--- src/rtl/cofa_recovery.sv ---
module cofa_recovery #(
  parameter int NUM_CH = 8,
  parameter int T1_LEN = 193,
  parameter int E1_LEN = 256,
  parameter logic [3:0] COFA_CODE = 4'h5
) (
  input  logic                                 clk,
  input  logic                                 rst_n,
  input  logic                                 bit_en,
  input  logic [2:0]                           line_mode,
  input  logic                                 rsync,
  input  logic [NUM_CH-1:0]                    ch_active,
  input  logic [NUM_CH-1:0]                    ch_in_msg,
  input  logic [NUM_CH-1:0]                    ch_inhibit,
  input  logic                                 grp_mask,
  input  logic [NUM_CH-1:0]                    flag_seen,
  input  logic                                 sts_ack,
  input  logic                                 irq_ack,
  output logic [$clog2(4*E1_LEN)-1:0]          bit_pos,
  output logic                                 cofa_active,
  output logic [NUM_CH-1:0]                    ch_abort,
  output logic [NUM_CH-1:0]                    ch_hunt,
  output logic                                 sts_req,
  output logic [(NUM_CH>1?$clog2(NUM_CH):1)-1:0] sts_ch,
  output logic [3:0]                           sts_err,
  output logic                                 irq_req,
  output logic [3:0]                           irq_err,
  output logic                                 irq_dir
);
  localparam int MAX_LEN = 4 * E1_LEN;
  localparam int POS_W   = $clog2(MAX_LEN);
  localparam int WIN_W   = POS_W + 1;
  localparam int CH_W    = (NUM_CH > 1) ? $clog2(NUM_CH) : 1;

  typedef enum logic [1:0] {S_IDLE, S_SCAN, S_IRQ} st_t;

  st_t               state;
  logic              rsync_q;
  logic [WIN_W-1:0]  frame_len;
  logic [WIN_W-1:0]  win_left;
  logic [NUM_CH-1:0] wr_pend;
  logic [CH_W-1:0]   scan_ptr;

  wire chan_mode = (line_mode <= 3'd3);
  wire rise      = bit_en & rsync & ~rsync_q;
  wire trig      = rise & chan_mode & (bit_pos != '0);
  wire new_win   = trig & ~cofa_active;
  wire wrap      = ({1'b0, bit_pos} >= frame_len - WIN_W'(1));
  wire [NUM_CH-1:0] hit = ch_active & ch_in_msg;
  wire need      = wr_pend[scan_ptr];
  wire last      = (scan_ptr == CH_W'(NUM_CH - 1));
  wire advance   = (state == S_SCAN) & (~need | sts_ack);

  always_comb begin
    case (line_mode)
      3'd0:    frame_len = WIN_W'(T1_LEN);
      3'd2:    frame_len = WIN_W'(2 * E1_LEN);
      3'd3:    frame_len = WIN_W'(4 * E1_LEN);
      default: frame_len = WIN_W'(E1_LEN);
    endcase
  end

  assign sts_req = (state == S_SCAN) & need;
  assign sts_ch  = scan_ptr;
  assign sts_err = sts_req ? COFA_CODE : 4'h0;
  assign irq_req = (state == S_IRQ);
  assign irq_err = irq_req ? COFA_CODE : 4'h0;
  assign irq_dir = 1'b0;

  always_ff @(posedge clk) begin
    if (!rst_n) begin
      rsync_q <= 1'b0;
      bit_pos <= '0;
    end else if (bit_en) begin
      rsync_q <= rsync;
      if (trig)      bit_pos <= POS_W'(1);
      else if (wrap) bit_pos <= '0;
      else           bit_pos <= bit_pos + POS_W'(1);
    end
  end

  always_ff @(posedge clk) begin
    if (!rst_n) begin
      cofa_active <= 1'b0;
      win_left    <= '0;
    end else if (trig) begin
      cofa_active <= 1'b1;
      win_left    <= frame_len;
    end else if (bit_en && cofa_active) begin
      if (win_left == WIN_W'(1)) cofa_active <= 1'b0;
      win_left <= win_left - WIN_W'(1);
    end
  end

  always_ff @(posedge clk) begin
    if (!rst_n) begin
      ch_abort <= '0;
      ch_hunt  <= '0;
    end else begin
      ch_abort <= new_win ? hit : '0;
      ch_hunt  <= (ch_hunt & ~(flag_seen & {NUM_CH{~cofa_active}})) | (new_win ? hit : '0);
    end
  end

  always_ff @(posedge clk) begin
    if (!rst_n) begin
      state    <= S_IDLE;
      wr_pend  <= '0;
      scan_ptr <= '0;
    end else if (new_win) begin
      state    <= S_SCAN;
      wr_pend  <= wr_pend | (hit & ~ch_inhibit);
      scan_ptr <= '0;
    end else begin
      case (state)
        S_SCAN: if (advance) begin
          wr_pend[scan_ptr] <= 1'b0;
          if (last) state <= grp_mask ? S_IDLE : S_IRQ;
          else      scan_ptr <= scan_ptr + CH_W'(1);
        end
        S_IRQ:  if (irq_ack) state <= S_IDLE;
        default: state <= S_IDLE;
      endcase
    end
  end


  sts_hold_chk: assert property (@(posedge clk) disable iff (!rst_n)
    sts_req && !sts_ack |=> sts_req && $stable(sts_ch));

  irq_hold_chk: assert property (@(posedge clk) disable iff (!rst_n)
    irq_req && !irq_ack |=> irq_req);

  irq_excl_chk: assert property (@(posedge clk) disable iff (!rst_n)
    irq_req |-> !sts_req);

  unchan_quiet_chk: assert property (@(posedge clk) disable iff (!rst_n)
    !chan_mode && !cofa_active |=> !cofa_active);

  abort_open_chk: assert property (@(posedge clk) disable iff (!rst_n)
    (ch_abort != '0) |-> $rose(cofa_active));

  win_close_chk: assert property (@(posedge clk) disable iff (!rst_n)
    $fell(cofa_active) |-> $past(bit_en));
endmodule

--- config.mk ---
export PLATFORM = sky130hd
export DESIGN_NAME = cofa_recovery
export DESIGN_NICKNAME = d
export VERILOG_FILES = /design/src/rtl/cofa_recovery.sv
export SDC_FILE = /design/constraint.sdc
export NUM_CORES = 1
export LEC_CHECK = 0
export ABC_AREA = 0
export CAP_MARGIN = 0
export CORE_AREA = 2 2 92 130
export DETAILED_ROUTE_END_ITERATION = 8
export DIE_AREA = 0 0 94 132
export PLACE_DENSITY = 0.58
export SYNTH_ARGS = -nofsm -noshare
export SYNTH_HDL_FRONTEND = slang
export SYNTH_SLANG_ARGS = --single-unit
export TNS_END_PERCENT = 1
--- constraint.sdc ---
create_clock -name clk -period 3 [get_ports clk]
set_clock_uncertainty 0.1 [all_clocks]
set_input_delay 0.6 -clock clk [delete_from_list [all_inputs] [get_ports clk]]
set_output_delay 0.6 -clock clk [all_outputs]
set_load 0.01 [all_outputs]
==> flow_summary.toml, run 1 <==
[critical_path]
cp_max_fo = 6
worst_path_max_delay_cell = "clkdlybuf4s50_1"
cp.buffers_inverters = 3
worstPathArrival_ns = 2.94
crit_path_max_incr_delay_ns = 0.41
cp-start-kind = "input port"
worstPathRequired_ns = 3.05
cpMostUsedCell = "buf_4"
setup.worst_path.class = "input port to flip-flop"
crit_family = "compound AO/OA/AOI/OAI gates"
worstPathCellList = "clkdlybuf4s50_1 > or3_1 > buf_4 > ha_1 > nor2b_1 > o21ai_0 > a2111oi_2 > buf_4 > o21ai_1 > o221ai_1"
end_kind = "flip-flop"

[logic_synthesis]
synthAdderAreaFrac = 0.0632
synth_top_family_by_area = "simple AND/OR/NAND/NOR gates"
post_synth_num_cell_types = 59
seq_area_frac_synth = 0.376
synthTopCellsByCount = "dfxtp_1, nand2_1, nor2_1, a21oi_1"
yosysMostFrequentCell = "dfxtp_1"
syn_avg_cell_area_um2 = 8.55
synth.ff_latch_count = 52
synth.area.mux_share = 0.0235
ys_top_cells_by_area = "dfxtp_1, ha_1, nand2_1, a21oi_1, nor2_1"
synth-simple-area-share = 0.232
synth-warning-count = 0
synth.top_cell.area_share = 0.376
synth_compound_area_frac = 0.193
syn_inst = 324
syn-cell-area_um2 = 2770
yosysTopAreaCell = "dfxtp_1"
synth-edff-count = 0
async_flop_share = 0
synth_top_flop_cell = "dfxtp_1"
synth-xor-area-share = 0.0348

[die]
rows = 46
dieHeight_um = 132
start_util = 0.247
fp.dieW_um = 94
dieArea_um2 = 12400
core_area_um2 = 11200
io_pins = 83

[cts]
clock_latency_ns = 0.29
cts-root-buf = "clkbuf_16"
cts_hold_buf = 0
cts_buffer_depth = 2
post-cts-setup-buffer-count = 0
cts_buffers = 5
cts.sinks = 52
clk_pin_slew_ns = 0.07
cts_tree = "yes"
htree_num_levels = 2

[detailed_routing]
first_pass_iters = 4
drcViolationCount = 0
routed-wl-met3_um = 422
dr_wl_met2_um = 3970
wl_met1_um = 3260
drt-total-wl_um = 7870
first_iter_violations = 29
via_count = 2592
viasPerCell = 4.70
wl_per_cell_um = 14.3
antenna_left = 0
top_layer = "met4"

[grt]
antenna_found_initial = 0
grt_pass1_vias = 2646
overflow = 0
grt_max_degree = 19
grt_usage = 0.129
grt_pass1_wl_um = 12800

[timing]
maxSlewViolCount = 0
rsz0062_at_grt = "true"
fin_crit_ns = 2.89
finalCritPeriodShare = 0.962
hold_slack_ns = 0.383
setup_violations = 0
fmax_mhz = 346
hold_violations = 0

[power]
powerDensity_nw_per_um2 = 391
swShare = 0.255
combPwrFrac = 0.127
vdd_ir_drop_max_uv = 202
power_switching_uw = 385
internal_power_mw = 1.12
p_leak_nw = 1.43
clkPwrFrac = 0.397
seqPwrFrac = 0.476

[layout]
nNetsFinal = 462
finalNonFillerCells = 551
area_growth_pct = 39.0
utilization = 0.343
diodes = 0
drive_above_1_share = 0.108

[placement]
hpwl_um = 6000
port-buffer-count = 77
dp_cells = 543
gp_congestion = 0.828

[flow_run]
drv_cap = 0

[min_path]
min_path_type = "flip-flop to flip-flop"

[outcome]
status = "finished, final reports clean"
final timing paths:
| check | from | end | slack (ns) | depth (start not counted) |
|---|---|---|---|---|
| max | line_mode[0] | bit_pos[7]$_SDFFE_PN0P_ | 0.11 | 10 |
| min reg2reg | ch_hunt[0]$_SDFF_PN0_ | ch_hunt[0]$_SDFF_PN0_ | 0.38 | 2 |
| min | ch_hunt[0]$_SDFF_PN0_ | ch_hunt[0]$_SDFF_PN0_ | 0.38 | 2 |
| max reg2reg | bit_pos[0]$_SDFFE_PN0P_ | wr_pend[1]$_SDFFE_PN0P_ | 0.61 | 7 |
power groups by stage:
stage | sequential [mW] | clock [mW] | combinational [mW]
floorplan | 0.732 | 0 | 0.0921
global placement | 0.733 | 0 | 0.189
detailed placement | 0.733 | 0 | 0.192
CTS | 0.717 | 0.616 | 0.193
global route | 0.720 | 0.643 | 0.212
finish | 0.717 | 0.598 | 0.191
state kept, by name (all words and copies together), names as in the netlist:
register / cells
sts_ch: 3
ch_hunt: 8
rsync_q: 1
state: 2
win_left: 11
wr_pend: 8
bit_pos: 10
ch_abort: 8
cofa_active: 1
worst min-delay path: stages, from the launching register on:
cell	delay, ns
dfxtp_1	0.31
o21ai_0	0.06
a21oi_1	0.06
layer usage:
metal	GRT usage	vias up
li1	-	1299
met5	0	-
met3	0.0292	17
met4	0.0499	0
met1	0.143	1197
met2	0.234	79
cell families after synthesis:
group                    after synthesis
multiplexers                           4
XOR/XNOR                              11
AO/OA/AOI/OAI                         78
other                                  1
adder cells (fa/ha/maj)               14
flip-flops                            52
AND/OR/NAND/NOR                      127
buffers and inverters                 37
layout make-up:
class                      instances  area [um^2]
inverter                          16         60.1
timing repair buffer              92          883
tap                              144          180
clock inverter                     3         27.5
sequential                        52         1040
clock buffer                       5          125
multi-input combinational        239         1530
fill                            1185         7370
cells in the final DEF, fill, tap and decap left out, types with 3 or more instances in the layout:
cell              n
a31oi_1           3
buf_4            15
conb_1            5
or3_1             5
nand3_1          17
inv_1            14
clkbuf_16         5
o21a_1            6
xnor2_1           4
or2_2             6
nand2_1          43
nor2_1           26
o221ai_1          6
dfxtp_1          51
nand2b_1          4
xor2_1            7
nor3_1            4
ha_1             14
o21ai_0          17
a21oi_1          21
o31ai_1           8
nor2b_1           4
clkdlybuf4s50_1  77
per-stage QoR:
step	setup WS, ns	total power, mW	instance area [um^2]	setup TNS, ns
6_report	0.114	1.51	3850	0
2_1_floorplan	0.268	0.824	2790	0
4_1_cts	0.0629	1.53	3850	0
3_3_place_gp	-0.140	0.922	3700	-1.12
3_5_place_dp	-0.252	0.925	3700	-1.96
5_1_grt	-0.0785	1.57	3850	-0.208
repair_timing:
| action | CTS | global route |
|---|---|---|
| endpoints found under the setup margin | 0 | 12 |
| gates resized for setup | 0 | 2 |
| hold endpoints to repair | 0 | 0 |
No activity file was read; power rests on OpenSTA's default activity.
==> run 2, diff against run 1 <==
- CAP_MARGIN: 0 -> 20
- CORE_AREA: 2 2 92 130 -> 2 2 104 116
- DIE_AREA: 0 0 94 132 -> 0 0 106 118
==> flow_summary.toml, run 2 (synthesized netlist as in run 1, its figures left out) <==
[outcome]
status = "finished, final reports clean"

[grt]
overflow = 0
grt_max_degree = 19
grt_pass1_vias = 2522
grt_usage = 0.124
grtUsageMet1 = 0.155
grt_util_met2 = 0.217
grt_util_met3 = 0.0266
grt-busiest-layer = "met2"
antenna_found_initial = 0
grt_pass1_wl_um = 12600

[power]
vdd_ir_drop_max_uv = 195
seqPwrFrac = 0.475
clkPwrFrac = 0.398
power_switching_uw = 388
p_total_mw = 1.51
powerDensity_nw_per_um2 = 389
p_leak_nw = 1.45
internal_power_mw = 1.12
combPwrFrac = 0.127
swShare = 0.257

[detailed_routing]
drcViolationCount = 0
viasPerCell = 4.62
first_pass_iters = 5
drt-total-wl_um = 7650
wl_per_cell_um = 13.7
antenna_left = 0
first_iter_violations = 75
via_count = 2581

[layout]
diodes = 0
regMostFlops = "win_left"
largest_reg_flops = 11
layout_common_cells = "clkdlybuf4s50_1, dfxtp_1, nand2_1, nor2_1, a21oi_1"
post-route-cell-area_um2 = 3880
nNetsFinal = 464
area_growth_pct = 40.1
drive_above_1_share = 0.112
finalNonFillerCells = 559
utilization = 0.342
mostFrequentLayoutCell = "clkdlybuf4s50_1"
top_regs = "win_left x11, bit_pos x10"

[die]
rows = 41
core_area_um2 = 11300
start_util = 0.244
fp.dieW_um = 106
dieArea_um2 = 12500
io_pins = 83
dieHeight_um = 118

[critical_path]
cp.depth = 10
r2r_slack_ns = 0.61
worst_path_max_delay_cell = "or3_1"
crit_family = "compound AO/OA/AOI/OAI gates"
crit_path_max_incr_delay_ns = 0.42
cp.buffers_inverters = 3
rr_endpoint = "wr_pend[0]$_SDFFE_PN0P_"
ff2ff_path_depth = 7
cpMostUsedCell = "buf_4"
worstPathArrival_ns = 2.95
setup.worst_path.class = "input port to flip-flop"
end_kind = "flip-flop"
cp-start-kind = "input port"
rr_startpoint = "bit_pos[0]$_SDFFE_PN0P_"
worstPathCellList = "clkdlybuf4s50_1 > or3_1 > buf_4 > ha_1 > nor2b_1 > o21ai_0 > a2111oi_2 > buf_4 > o21ai_1 > o221ai_1"
worstPathRequired_ns = 3.06
cp_max_fo = 6

[cts]
cts_buffers = 5
htree_num_levels = 2
post-cts-setup-buffer-count = 0
cts.sinks = 52
clock_latency_ns = 0.30
cts_hold_buf = 0
cts-root-buf = "clkbuf_16"
cts_buffer_depth = 2
cts_tree = "yes"
clk_pin_slew_ns = 0.08

[timing]
finalCritPeriodShare = 0.963
fmax_mhz = 346
hold_violations = 0
fin_crit_ns = 2.89
postLayoutSetupSlackWorst_ns = 0.111
setup_violations = 0
tns_ns = 0
rsz0062_at_grt = "true"
hold_slack_ns = 0.382
maxSlewViolCount = 0

[flow_run]
drv_cap = 0

[placement]
dp_cells = 551
hpwl_um = 5870
preCtsSetupSlack_ns = -0.276
port-buffer-count = 77
post_dp_cell_area_um2 = 3720
gp_congestion = 0.845

[min_path]
min_from = "ch_hunt[4]$_SDFF_PN0_"
whs_endpoint = "ch_hunt[4]$_SDFF_PN0_"
min_path_type = "flip-flop to flip-flop"
hold_depth = 2
==> run 2: changes by cell type in the layout (fill, tap and decap cells not counted) <==
cell	before	now
clkinvlp_4	1	2
o211ai_4	0	1
buf_4	15	17
clkinv_4	1	0
o211ai_2	1	0
==> run 2: power groups by stage <==
| stage | logic, mW | registers [mW] | clock network [mW] |
|---|---|---|---|
| final | 0.191 | 0.717 | 0.601 |
| after global routing | 0.212 | 0.720 | 0.649 |
| after CTS | 0.192 | 0.717 | 0.625 |
| after detailed placement | 0.191 | 0.733 | 0 |
| after global placement | 0.189 | 0.733 | 0 |
| after floorplan | 0.0921 | 0.732 | 0 |
==> run 2: worst max path at each step <==
stage | start | end
detailed placement | line_mode[0] | bit_pos[6]$_SDFFE_PN0P_
finish | line_mode[0] | bit_pos[6]$_SDFFE_PN0P_
CTS | line_mode[0] | bit_pos[6]$_SDFFE_PN0P_
global route | line_mode[0] | bit_pos[7]$_SDFFE_PN0P_
floorplan | line_mode[0] | bit_pos[4]$_SDFFE_PN0P_
global placement | line_mode[0] | bit_pos[8]$_SDFFE_PN0P_
==> run 2: timing repair <==
action                                  in CTS  in global routing
endpoints found under the setup margin       0                 10
gates resized for setup                      0                  3
hold endpoints to repair                     0                  0
==> run 2: layout make-up <==
type	instances	area, um^2
clock buffer	5	125
fill	1195	7460
clock inverter	3	26.3
tap	150	188
sequential	52	1040
timing repair buffer	94	898
multi-input combinational	239	1540
inverter	16	60.1
==> run 2: per-layer routing <==
metal / share of wire / vias up
li1: - / 1306
met2: 0.49 / 73
met5: 0 / -
met1: 0.45 / 1196
met3: 0.051 / 6
met4: 0.0098 / 0
==> run 2: worst reg2reg max path, stage by stage (launching register included) <==
cell and delay, ns:
dfxtp_1 0.37, inv_1 0.13, ha_1 0.15, or4b_4 0.48
o31a_2 0.41, nand2b_2 0.15, nand3b_2 0.15, o41a_1 0.33
